===== src/rtl/sram_bus_pkg.sv =====
package sram_bus_pkg;
  typedef enum logic [1:0] {
    SZ_BYTE = 2'd0,
    SZ_HALF = 2'd1,
    SZ_WORD = 2'd2
  } acc_size_e;

  typedef enum logic [1:0] {
    ST_IDLE = 2'd0,
    ST_ACC  = 2'd1,
    ST_WSMP = 2'd2
  } seq_state_e;
endpackage


===== src/rtl/sram_beat_plan.sv =====
module sram_beat_plan #(
  parameter int ADDR_W     = 24,
  parameter int LINE_BYTES = 16,
  localparam int LW        = LINE_BYTES * 8,
  localparam int BEAT_W    = $clog2(LINE_BYTES),
  localparam int CNT_W     = BEAT_W + 1
) (
  input  logic              cfg_wide,
  input  logic              req_write,
  input  logic [1:0]        req_size,
  input  logic              req_burst,
  input  logic [ADDR_W-1:0] req_addr,
  input  logic [LW-1:0]     req_wdata,
  output logic [ADDR_W-1:0] base_addr,
  output logic [BEAT_W-1:0] last_beat,
  output logic [1:0]        lane_n,
  output logic              single_byte,
  output logic [LW-1:0]     wdata_aligned
);
  import sram_bus_pkg::*;

  localparam logic [ADDR_W-1:0] LINE_MASK = ADDR_W'(LINE_BYTES - 1);

  logic [CNT_W-1:0] nbytes;
  logic [CNT_W-1:0] beats;

  always_comb begin
    if (req_burst) begin
      nbytes = CNT_W'(LINE_BYTES);
    end else begin
      case (acc_size_e'(req_size))
        SZ_BYTE: nbytes = CNT_W'(1);
        SZ_HALF: nbytes = CNT_W'(2);
        default: nbytes = CNT_W'(4);
      endcase
    end
    // reads always take the full device width
    if (!req_write && cfg_wide && nbytes == CNT_W'(1)) nbytes = CNT_W'(2);

    single_byte = cfg_wide && (nbytes == CNT_W'(1));
    if (!cfg_wide)        beats = nbytes;
    else if (single_byte) beats = CNT_W'(1);
    else                  beats = nbytes >> 1;
    last_beat = BEAT_W'(beats - CNT_W'(1));

    base_addr = req_burst ? (req_addr & ~LINE_MASK) : req_addr;

    if (!cfg_wide)        lane_n = 2'b10;
    else if (single_byte) lane_n = req_addr[0] ? 2'b10 : 2'b01;
    else                  lane_n = 2'b00;

    wdata_aligned = req_wdata << (LW - 8 * int'(nbytes));
  end
endmodule


===== src/rtl/sram_beat_seq.sv =====
module sram_beat_seq #(
  parameter int LINE_BYTES = 16,
  parameter int IWAIT_W    = 3,
  localparam int BEAT_W    = $clog2(LINE_BYTES)
) (
  input  logic               clk,
  input  logic               rst_n,
  input  logic               start,
  input  logic               cfg_nowait,
  input  logic [IWAIT_W-1:0] cfg_iwait,
  input  logic               ext_wait,
  input  logic [BEAT_W-1:0]  last_beat,
  output logic               active,
  output logic               beat_end,
  output logic               final_end,
  output logic [BEAT_W-1:0]  beat_idx
);
  import sram_bus_pkg::*;

  seq_state_e         state_q, state_d;
  logic [IWAIT_W-1:0] icnt_q, icnt_d;
  logic [BEAT_W-1:0]  beat_q, beat_d;

  always_comb begin
    state_d  = state_q;
    icnt_d   = icnt_q;
    beat_d   = beat_q;
    beat_end = 1'b0;
    case (state_q)
      ST_IDLE: if (start) begin
        state_d = ST_ACC;
        icnt_d  = cfg_iwait;
        beat_d  = '0;
      end
      ST_ACC: begin
        if (icnt_q != '0)    icnt_d = icnt_q - IWAIT_W'(1);
        else if (cfg_nowait) beat_end = 1'b1;
        else                 state_d = ST_WSMP;
      end
      ST_WSMP: if (!ext_wait) beat_end = 1'b1;
      default: state_d = ST_IDLE;
    endcase
    if (beat_end) begin
      if (beat_q == last_beat) begin
        state_d = ST_IDLE;
      end else begin
        state_d = ST_ACC;
        beat_d  = beat_q + BEAT_W'(1);
        icnt_d  = cfg_iwait;
      end
    end
  end

  always_ff @(posedge clk or negedge rst_n) begin
    if (!rst_n) begin
      state_q <= ST_IDLE;
      icnt_q  <= '0;
      beat_q  <= '0;
    end else begin
      state_q <= state_d;
      icnt_q  <= icnt_d;
      beat_q  <= beat_d;
    end
  end

  assign active    = (state_q != ST_IDLE);
  assign final_end = beat_end && (beat_q == last_beat);
  assign beat_idx  = beat_q;

  assert_wait_stretch_R7: assert property (@(posedge clk) disable iff (!rst_n)
    (state_q == ST_WSMP && ext_wait) |=> (state_q == ST_WSMP));
  assert_no_sample_R8: assert property (@(posedge clk) disable iff (!rst_n)
    (state_q == ST_WSMP) |-> !cfg_nowait);
  assert_iwait_hold_R9: assert property (@(posedge clk) disable iff (!rst_n)
    (state_q == ST_ACC && icnt_q != '0) |=> (state_q == ST_ACC));
  assert_line_held_R6: assert property (@(posedge clk) disable iff (!rst_n)
    (active && !final_end) |=> active);
endmodule


===== src/rtl/sram_lane_path.sv =====
module sram_lane_path #(
  parameter int LINE_BYTES = 16,
  localparam int LW        = LINE_BYTES * 8
) (
  input  logic          clk,
  input  logic          rst_n,
  input  logic          load,
  input  logic          shift,
  input  logic          wide,
  input  logic [LW-1:0] wdata_in,
  input  logic [15:0]   dq_in,
  output logic [15:0]   wtop,
  output logic [LW-1:0] rdata
);
  logic [LW-1:0] wreg_q, wreg_d;
  logic [LW-1:0] rreg_q, rreg_d;
  logic          en;

  always_comb begin
    en     = load || shift;
    wreg_d = wreg_q;
    rreg_d = rreg_q;
    if (load) begin
      wreg_d = wdata_in;
      rreg_d = '0;
    end else if (shift) begin
      if (wide) begin
        wreg_d = wreg_q << 16;
        rreg_d = {rreg_q[LW-17:0], dq_in};
      end else begin
        wreg_d = wreg_q << 8;
        rreg_d = {rreg_q[LW-9:0], dq_in[7:0]};
      end
    end
  end

  always_ff @(posedge clk or negedge rst_n) begin
    if (!rst_n) begin
      wreg_q <= '0;
      rreg_q <= '0;
    end else if (en) begin
      wreg_q <= wreg_d;
      rreg_q <= rreg_d;
    end
  end

  assign wtop  = wreg_q[LW-1 -: 16];
  assign rdata = rreg_q;
endmodule


===== src/rtl/sram_bus_ctrl.sv =====
module sram_bus_ctrl #(
  parameter int ADDR_W     = 24,
  parameter int LINE_BYTES = 16,
  parameter int IWAIT_W    = 3,
  localparam int LW        = LINE_BYTES * 8,
  localparam int BEAT_W    = $clog2(LINE_BYTES)
) (
  input  logic               clk,
  input  logic               rst_n,
  input  logic               cfg_wide,
  input  logic               cfg_nowait,
  input  logic [IWAIT_W-1:0] cfg_iwait,
  input  logic               req_valid,
  output logic               req_ready,
  input  logic               req_write,
  input  logic [1:0]         req_size,
  input  logic               req_burst,
  input  logic [ADDR_W-1:0]  req_addr,
  input  logic [LW-1:0]      req_wdata,
  output logic               rsp_done,
  output logic [LW-1:0]      rsp_rdata,
  output logic [ADDR_W-1:0]  ext_addr,
  output logic               ext_rd_n,
  output logic               ext_rdwr,
  output logic [1:0]         ext_we_n,
  output logic [15:0]        ext_dq_o,
  output logic               ext_dq_oe,
  input  logic [15:0]        ext_dq_i,
  input  logic               ext_wait
);
  logic [ADDR_W-1:0] p_base;
  logic [BEAT_W-1:0] p_last;
  logic [1:0]        p_lane_n;
  logic              p_single;
  logic [LW-1:0]     p_wdata;

  logic              active, beat_end, final_end, start;
  logic [BEAT_W-1:0] beat_idx;
  logic [15:0]       wtop;

  logic [ADDR_W-1:0] base_q;
  logic [BEAT_W-1:0] last_q;
  logic [1:0]        lane_q;
  logic              single_q, write_q, done_q;

  assign start = req_valid && !active;

  sram_beat_plan #(.ADDR_W(ADDR_W), .LINE_BYTES(LINE_BYTES)) u_plan (
    .cfg_wide(cfg_wide), .req_write(req_write), .req_size(req_size),
    .req_burst(req_burst), .req_addr(req_addr), .req_wdata(req_wdata),
    .base_addr(p_base), .last_beat(p_last), .lane_n(p_lane_n),
    .single_byte(p_single), .wdata_aligned(p_wdata)
  );

  sram_beat_seq #(.LINE_BYTES(LINE_BYTES), .IWAIT_W(IWAIT_W)) u_seq (
    .clk(clk), .rst_n(rst_n), .start(start), .cfg_nowait(cfg_nowait),
    .cfg_iwait(cfg_iwait), .ext_wait(ext_wait), .last_beat(last_q),
    .active(active), .beat_end(beat_end), .final_end(final_end),
    .beat_idx(beat_idx)
  );

  sram_lane_path #(.LINE_BYTES(LINE_BYTES)) u_lanes (
    .clk(clk), .rst_n(rst_n), .load(start), .shift(beat_end),
    .wide(cfg_wide), .wdata_in(p_wdata), .dq_in(ext_dq_i),
    .wtop(wtop), .rdata(rsp_rdata)
  );

  // request plan is captured once, with a clock enable on acceptance
  always_ff @(posedge clk or negedge rst_n) begin
    if (!rst_n) begin
      base_q   <= '0;
      last_q   <= '0;
      lane_q   <= 2'b11;
      single_q <= 1'b0;
      write_q  <= 1'b0;
    end else if (start) begin
      base_q   <= p_base;
      last_q   <= p_last;
      lane_q   <= p_lane_n;
      single_q <= p_single;
      write_q  <= req_write;
    end
  end

  always_ff @(posedge clk or negedge rst_n) begin
    if (!rst_n) done_q <= 1'b0;
    else        done_q <= final_end;
  end

  assign req_ready = !active;
  assign rsp_done  = done_q;
  assign ext_addr  = base_q + (ADDR_W'(beat_idx) << cfg_wide);
  assign ext_rd_n  = !(active && !write_q);
  assign ext_rdwr  = !(active && write_q);
  assign ext_we_n  = (active && write_q) ? lane_q : 2'b11;
  assign ext_dq_oe = active && write_q;
  assign ext_dq_o  = single_q ? {wtop[15:8], wtop[15:8]} :
                     cfg_wide ? wtop : {8'h00, wtop[15:8]};

  assert_idle_bus_R1: assert property (@(posedge clk) disable iff (!rst_n)
    req_ready |-> (ext_rdwr && ext_rd_n && ext_we_n == 2'b11 && !ext_dq_oe));
  assert_narrow_lane_R4: assert property (@(posedge clk) disable iff (!rst_n)
    (!cfg_wide && ext_dq_oe) |-> ext_we_n[1]);
  assert_done_pulse_R10: assert property (@(posedge clk) disable iff (!rst_n)
    rsp_done |=> !rsp_done);
  assert_strobe_excl_R11: assert property (@(posedge clk) disable iff (!rst_n)
    !(!ext_rd_n && ext_we_n != 2'b11));
  assert_write_dir_R11: assert property (@(posedge clk) disable iff (!rst_n)
    (ext_we_n != 2'b11) |-> (!ext_rdwr && ext_dq_oe));
endmodule


===== config.mk =====
export PLATFORM = sky130hd
export DESIGN_NAME = sram_bus_ctrl
export DESIGN_NICKNAME = d
export VERILOG_FILES = /design/src/rtl/sram_bus_pkg.sv /design/src/rtl/sram_beat_plan.sv /design/src/rtl/sram_beat_seq.sv /design/src/rtl/sram_lane_path.sv /design/src/rtl/sram_bus_ctrl.sv
export SDC_FILE = /design/constraint.sdc
export NUM_CORES = 1
export LEC_CHECK = 0
export BUFFER_PORTS_ARGS = -buffer_cell sky130_fd_sc_hd__clkbuf_2
export CAP_MARGIN = 20
export CELL_PAD_IN_SITES_DETAIL_PLACEMENT = 0
export CELL_PAD_IN_SITES_GLOBAL_PLACEMENT = 1
export CORE_ASPECT_RATIO = 0.8
export CORE_MARGIN = 1.5
export CORE_UTILIZATION = 49
export DETAILED_ROUTE_END_ITERATION = 7
export PLACE_DENSITY_LB_ADDON = 0.3
export SLEW_MARGIN = 5
export SYNTH_ARGS = -nofsm -noshare
export SYNTH_HDL_FRONTEND = slang
export SYNTH_HIERARCHICAL = 1
export SYNTH_SLANG_ARGS = --single-unit
export TNS_END_PERCENT = 50

===== constraint.sdc =====
create_clock -name clk -period 6.6 [get_ports clk]
set_input_delay 0 -clock clk [delete_from_list [all_inputs] [get_ports clk]]
set_output_delay 0 -clock clk [all_outputs]
set_load 0.1 [all_outputs]

# After elaboration in Yosys (flattened, before gate mapping)
# Cells that the tools add are included.
dict set report classes {
  add_sub_neg 5
  eq_ne 10
  n_shift 2
  muxes 37
  n_reduce_logical 20
}
# op count
set op_table {}
lappend op_table {{two-way mux 128 bit} 6}
lappend op_table {{<< shifter 128 x 32 -> 128 bit} 1}
lappend op_table {{two-way mux 16 bit} 2}
lappend op_table {{two-way mux 4 bit} 7}
lappend op_table {{adder 24 bit} 1}
lappend op_table {{<< shifter 4 x 1 -> 24 bit} 1}
lappend op_table {{two-way mux 2 bit} 8}
lappend op_table {{two-way mux 3 bit} 4}
lappend op_table {{case mux 3 bit (2 select lines)} 2}
lappend op_table {{equality test 5 x 1 -> 1 bit (second input constant)} 2}
lappend op_table {{two-way mux 5 bit} 2}
lappend op_table {{subtractor 8 x 8 -> 9 bit (first input constant)} 1}
lappend op_table {{logical AND 1 bit} 7}
lappend op_table {{!= test 3 x 2 -> 1 bit (second input constant)} 2}
lappend op_table {{case mux 2 bit (3 select lines)} 1}
lappend op_table {{zero test 1 bit} 5}
lappend op_table {{adder 4 x 1 -> 4 bit (second input constant)} 1}
lappend op_table {{equality test 2 x 1 -> 1 bit (second input constant)} 2}
lappend op_table {{equality test 4 bit} 1}
lappend op_table {{zero test 2 bit} 2}
lappend op_table {{two-way mux 1 bit} 4}
lappend op_table {{AND reduction 4 bit} 1}
lappend op_table {{nonzero test 2 bit} 2}
lappend op_table {{subtractor 4 x 1 -> 4 bit (second input constant)} 1}
lappend op_table {{other kinds (8)} 8}
dict set report totals {
  register_bits 298
  wordCells 85
}

# Depth between registers and ports, before layout
dict set report logic_depth {
  word_depth 11
  ltp_mapped 15
  ltp_nobuf 11
}

# Hierarchy
# The synthesis kept the hierarchy.
# module instances cells_each area_per_inst_um2 seq_area_each_um2
set by_module_without_submodules {}
lappend by_module_without_submodules {sram_lane_path 1 1269 13774.5 6406.1}
lappend by_module_without_submodules {sram_beat_plan 1 587 5127.4 0.0}
lappend by_module_without_submodules {sram_bus_ctrl 1 183 1999.4 828.3}
lappend by_module_without_submodules {sram_beat_seq 1 73 706.9 225.2}

# Least setup slack after synthesis
# OpenSTA, ideal clock, no wires.
dict set report synth_path {
  path_type {input to register}
  from {input port req_size[1]}
  to {register u_lanes.wreg_q[120]}
  setup_time_ns 0.126
  t_arrival_ns 3.381
  required_time_ns 6.474
  setup_slack_ns 3.093
  cell_stages 15
  path_buffers 7
  path_cell_list {or2_0 buf_2 or3_1 buf_6 buf_2 ha_1 clkbuf_1 clkbuf_1 clkbuf_1 clkbuf_1 mux4_2 a22oi_1 nand2_1 and2_1 a221o_1}
}
dict set report synth_between {
  elab_chain_len 9
}
# element line_no
set synth_lines {}
lappend synth_lines {{start: declaration} sram_bus_ctrl.sv:16} ;# input logic [1:0] req_size,
lappend synth_lines {{equality test 2 x 1 -> 1 bit or zero test 2 bit (tied branches)} sram_beat_plan.sv:31} ;# case (acc_size_e'(req_size))
lappend synth_lines {{case mux 3 bit (2 select lines) (*)} sram_beat_plan.sv:31}
lappend synth_lines {{two-way mux 5 bit (*)} sram_beat_plan.sv:28} ;# if (req_burst) begin
lappend synth_lines {{equality test 5 x 1 -> 1 bit} sram_beat_plan.sv:38} ;# if (!req_write && cfg_wide && nbytes == CNT_W'(1)) nbytes = CNT_W'(2);
lappend synth_lines {{logical AND 1 bit} sram_beat_plan.sv:38}
lappend synth_lines {{two-way mux 5 bit (*)} sram_beat_plan.sv:38}
lappend synth_lines {{subtractor 8 x 8 -> 9 bit (*)} sram_beat_plan.sv:52} ;# wdata_aligned = req_wdata << (LW - 8 * int'(nbytes));
lappend synth_lines {{<< shifter 128 x 32 -> 128 bit (*)} sram_beat_plan.sv:52}
lappend synth_lines {{via p_wdata[120]} sram_bus_ctrl.sv:35} ;# logic [LW-1:0] p_wdata;
lappend synth_lines {{two-way mux 128 bit (*)} sram_lane_path.sv:23} ;# if (load) begin
lappend synth_lines {{end signal: assignment} sram_lane_path.sv:42} ;# wreg_q <= wreg_d;
lappend synth_lines {{end: declaration} sram_lane_path.sv:15} ;# logic [LW-1:0] wreg_q, wreg_d;
# Mark *: on every way through the listed nets, which the timed path passes. The rest lies on a longest branch.
# A chain may end at the register's enable or synchronous reset.

# Worst setup path after layout
dict set report layout_path {
  from {input port req_write}
  to {register u_lanes.wreg_q[78]}
}
dict set report layout_between {
  elab_chain_len 7
}
# element line_no
set layout_lines {}
lappend layout_lines {{start: declaration} sram_bus_ctrl.sv:15} ;# input logic req_write,
lappend layout_lines {{zero test 1 bit} sram_beat_plan.sv:38}
lappend layout_lines {{logical AND 1 bit (2 in a row)} sram_beat_plan.sv:38}
lappend layout_lines {{two-way mux 5 bit} sram_beat_plan.sv:38}
lappend layout_lines {{subtractor 8 x 8 -> 9 bit} sram_beat_plan.sv:52}
lappend layout_lines {{<< shifter 128 x 32 -> 128 bit} sram_beat_plan.sv:52}
lappend layout_lines {{via p_wdata[78]} sram_bus_ctrl.sv:35}
lappend layout_lines {{two-way mux 128 bit} sram_lane_path.sv:23}
# The timed path passes the listed nets, and every way through them passes these cells.

==> results.sh <==
export IMPL_path_clk_slew_ns=0.06
export IMPL_final_area_um2=24670
export IMPL_clk_latency_ns=0.55
export IMPL_rows=68
export IMPL_grt_overflow=0
export IMPL_grt_busiest_layer="met1"
export IMPL_dieArea_um2=45370
export IMPL_yosysSeqAreaShare=0.3452
export IMPL_drv_slew=0
export IMPL_slew_headroom=0.1359
export IMPL_crit_slowest_cell="nor2_4"
export IMPL_final_setup_skew_ns=0.02650
export IMPL_grt_use_met2=0.4606
export IMPL_period_minus_slack_ns=4.124
export IMPL_ctsLongestPathBuffers=3
export IMPL_post_cts_resize_count=0
export IMPL_wl_per_cell_um=25.04
export IMPL_n_antenna_cell=0
export IMPL_drive_above_1_share=0.2627
export IMPL_wl_um=73700
export IMPL_syn_area_um2=21610
export IMPL_yosys_area_top_type_share=0.3428
export IMPL_track_usage=0.3200
export IMPL_ys_warn_count=6
export IMPL_final_setup_viol_count=0
export IMPL_max_stage_delay_ns=0.82
export IMPL_cts_inserted_buffers=36
export IMPL_met3_usage=0.09351
export IMPL_synth_edf_count=0
export IMPL_firstDrtPassIters=5
export IMPL_synth_top_area_cell="dfrtp_1"
export IMPL_fillCellCount=3764
export IMPL_worstPathMaxFanout=41
export IMPL_async_flop_share=1.000
export IMPL_tns_ns=0
export IMPL_tightest_slew_ns=1.291
export IMPL_nets=2555
export IMPL_die_w_um=237.8
export IMPL_synthesis_nets=2311
export IMPL_startpoint_type="input port"
export IMPL_initial_core_util=0.4990
export IMPL_multi_input_area_um2=12610
export IMPL_p_leak_nw=10.68
export IMPL_peakVddDrop_v=0.0004188
export IMPL_cap_violations=0
export IMPL_syn2layout_area_growth_pct=14.18
export IMPL_core_area_um2=43310
export IMPL_gp_congestion=0.9575
export IMPL_dp_hpwl_um=50180
export IMPL_ys_ff_latch=298
export IMPL_crit_type="in2reg"
export IMPL_root_buffer="clkbuf_16"
export IMPL_drc=0
export IMPL_cts_sinks=298
export IMPL_post_dp_cell_area_um2=22910
export IMPL_cpMostUsedCell="buf_4"
export IMPL_fmaxAchievable_mhz=242.5
export IMPL_cts_tree="built"
export IMPL_first_global_vias=18180
export IMPL_grt_antenna_before_repair=3
export IMPL_drtIter0Drc=1859
export IMPL_finalHoldViolCount=0
export IMPL_outcome="complete, no violations"
export IMPL_final_common_cell="clkbuf_2"
export IMPL_syn_inst=2112
export IMPL_grt_max_degree=250
export IMPL_hold_path_class="in2reg"
export IMPL_grt_pass1_wl_um=112900
export IMPL_cp_cell_sequence="dlygate4sd3_1 > clkbuf_2 > nor2b_1 > or3_1 > buf_4 > ha_4 > ha_1 > nand2_1 > buf_4 > nor2_4 > buf_4 > a22oi_1 > o21ai_0 > nand2_1 > o211ai_1"
export IMPL_ys_types=67
export IMPL_num_vias=18770
export IMPL_gr_usage_met1=0.4636
export IMPL_io_buffers=355
export IMPL_ant_nets=0
export IMPL_ios=356
export IMPL_seq_area_um2=7460
export IMPL_synth_flop_cell="dfrtp_1"
export IMPL_powerDensity_nw_per_um2=438.5
export IMPL_ys_top_cells_by_area="dfrtp_1 (34%), mux2i_1 (11%), mux4_2 (11%)"
export IMPL_period_share=0.6249
export IMPL_crit_arrival_ns=4.57
export IMPL_avgSynthCellArea_um2=10.23
export IMPL_die_h_um=190.8
export IMPL_htree_levels=2
export IMPL_final_cell_mix="clkbuf_2 (353), dfrtp_1 (296), mux2i_1 (242), nand2_1 (227), nor2_1 (162)"
export IMPL_endpoint_kind="flip-flop"
export IMPL_via_per_inst=6.379
export IMPL_critPathRequiredTime_ns=7.05
export IMPL_rsz0062_at_grt="no"
==> cells by family (layout without fill, tap and decap cells) <==
family          after synthesis  in the layout  share of synthesized area
fa+ha+maj                    18             18                    0.01077
xor+xnor                     28             28                    0.01135
buf+inv                     258            529                    0.07348
mux                         400            400                     0.2492
flops                       298            298                     0.3452
compound gates              448            448                     0.1499
simple gates                662            662                     0.1602
==> power breakdown <==
group | switching, mW | internal, mW
Clock | 0.846 | 1.17
Sequential | 0.639 | 2.47
Combinational | 4.15 | 1.54
Total | 5.64 | 5.18
==> through the flow <==
stage,power [mW],instances,utilization,setup WS [ns],hold WS [ns]
floorplan,7.602,2112,-,3.093,-0.2956
global placement,8.628,2820,0.5290,2.348,0.1148
detailed placement,8.714,2820,0.5290,2.265,0.1255
CTS,10.81,2943,0.5697,2.700,0.001178
global route,11.33,2943,0.5697,2.291,0.05035
finish,10.82,2943,0.5697,2.476,0.02463
==> cell usage after synthesis (49+ instances only) <==
cell type and n:
clkbuf_1 88, buf_4 62, nand2_1 227, nor2_1 164
a211oi_1 121, mux2_2 49, dfrtp_1 296, a22oi_1 86
mux2i_1 242, mux4_2 103, o211ai_1 113, or3b_1 103
==> state kept, by name (all words and copies together), names as in the netlist <==
signal and count:
u_seq/state_q 2, lane_q 2, single_q 1, last_q 4, write_q 1, rsp_done 1, base_q 24, u_seq/beat_idx 4
u_seq/icnt_q 3, u_lanes/rdata 128, u_lanes/wreg_q 128
==> worst paths after layout <==
| path | from | to | slack [ns] | cells after the start |
|---|---|---|---|---|
| max reg2reg | u_seq/state_q[0]$_DFFE_PN0P_ | u_lanes/rdata[14]$_DFFE_PN0P_ | 2.72 | 7 |
| min in group asynchronous | rst_n | base_q[18]$_DFFE_PN0P_ | 0.10 | 2 |
| max | req_write | u_lanes/wreg_q[78]$_DFFE_PN0P_ | 2.48 | 15 |
| max in group asynchronous | rst_n | u_lanes/rdata[99]$_DFFE_PN0P_ | 5.06 | 3 |
| min | req_valid | base_q[20]$_DFFE_PN0P_ | 0.02 | 4 |
| min reg2reg | base_q[0]$_DFFE_PN0P_ | base_q[0]$_DFFE_PN0P_ | 0.52 | 1 |
==> timing repair <==
| action | in CTS | in global routing |
|---|---|---|
| buffers inserted | 0 | 0 |
| setup endpoints to repair | 0 | 0 |
| hold endpoints to repair | 155 | 0 |
| hold buffers | 58 | 0 |
==> layer usage <==
metal | vias to the layer above | share of wire | wire [um]
li1 | 8343 | - | -
met1 | 9375 | 0.45 | 32830
met2 | 887 | 0.43 | 31650
met3 | 163 | 0.096 | 7112
met4 | 6 | 0.028 | 2079
met5 | - | 0.00050 | 37
==> cell type report <==
class                      instances  area share
clock buffer                      55     0.04346
timing repair buffer             434      0.1053
clock inverter                    10    0.004463
inverter                          30    0.005072
multi-input combinational       1556      0.5110
sequential                       298      0.3024
tap                              560     0.02840
==> critical path, delay by kind of cell <==
family	cells	cell delay, ns
buf+inv	5	1.81
simple gates	5	1.77
fa+ha+maj	2	0.50
compound gates	3	0.40
Power figures use the tool's default switching activity.
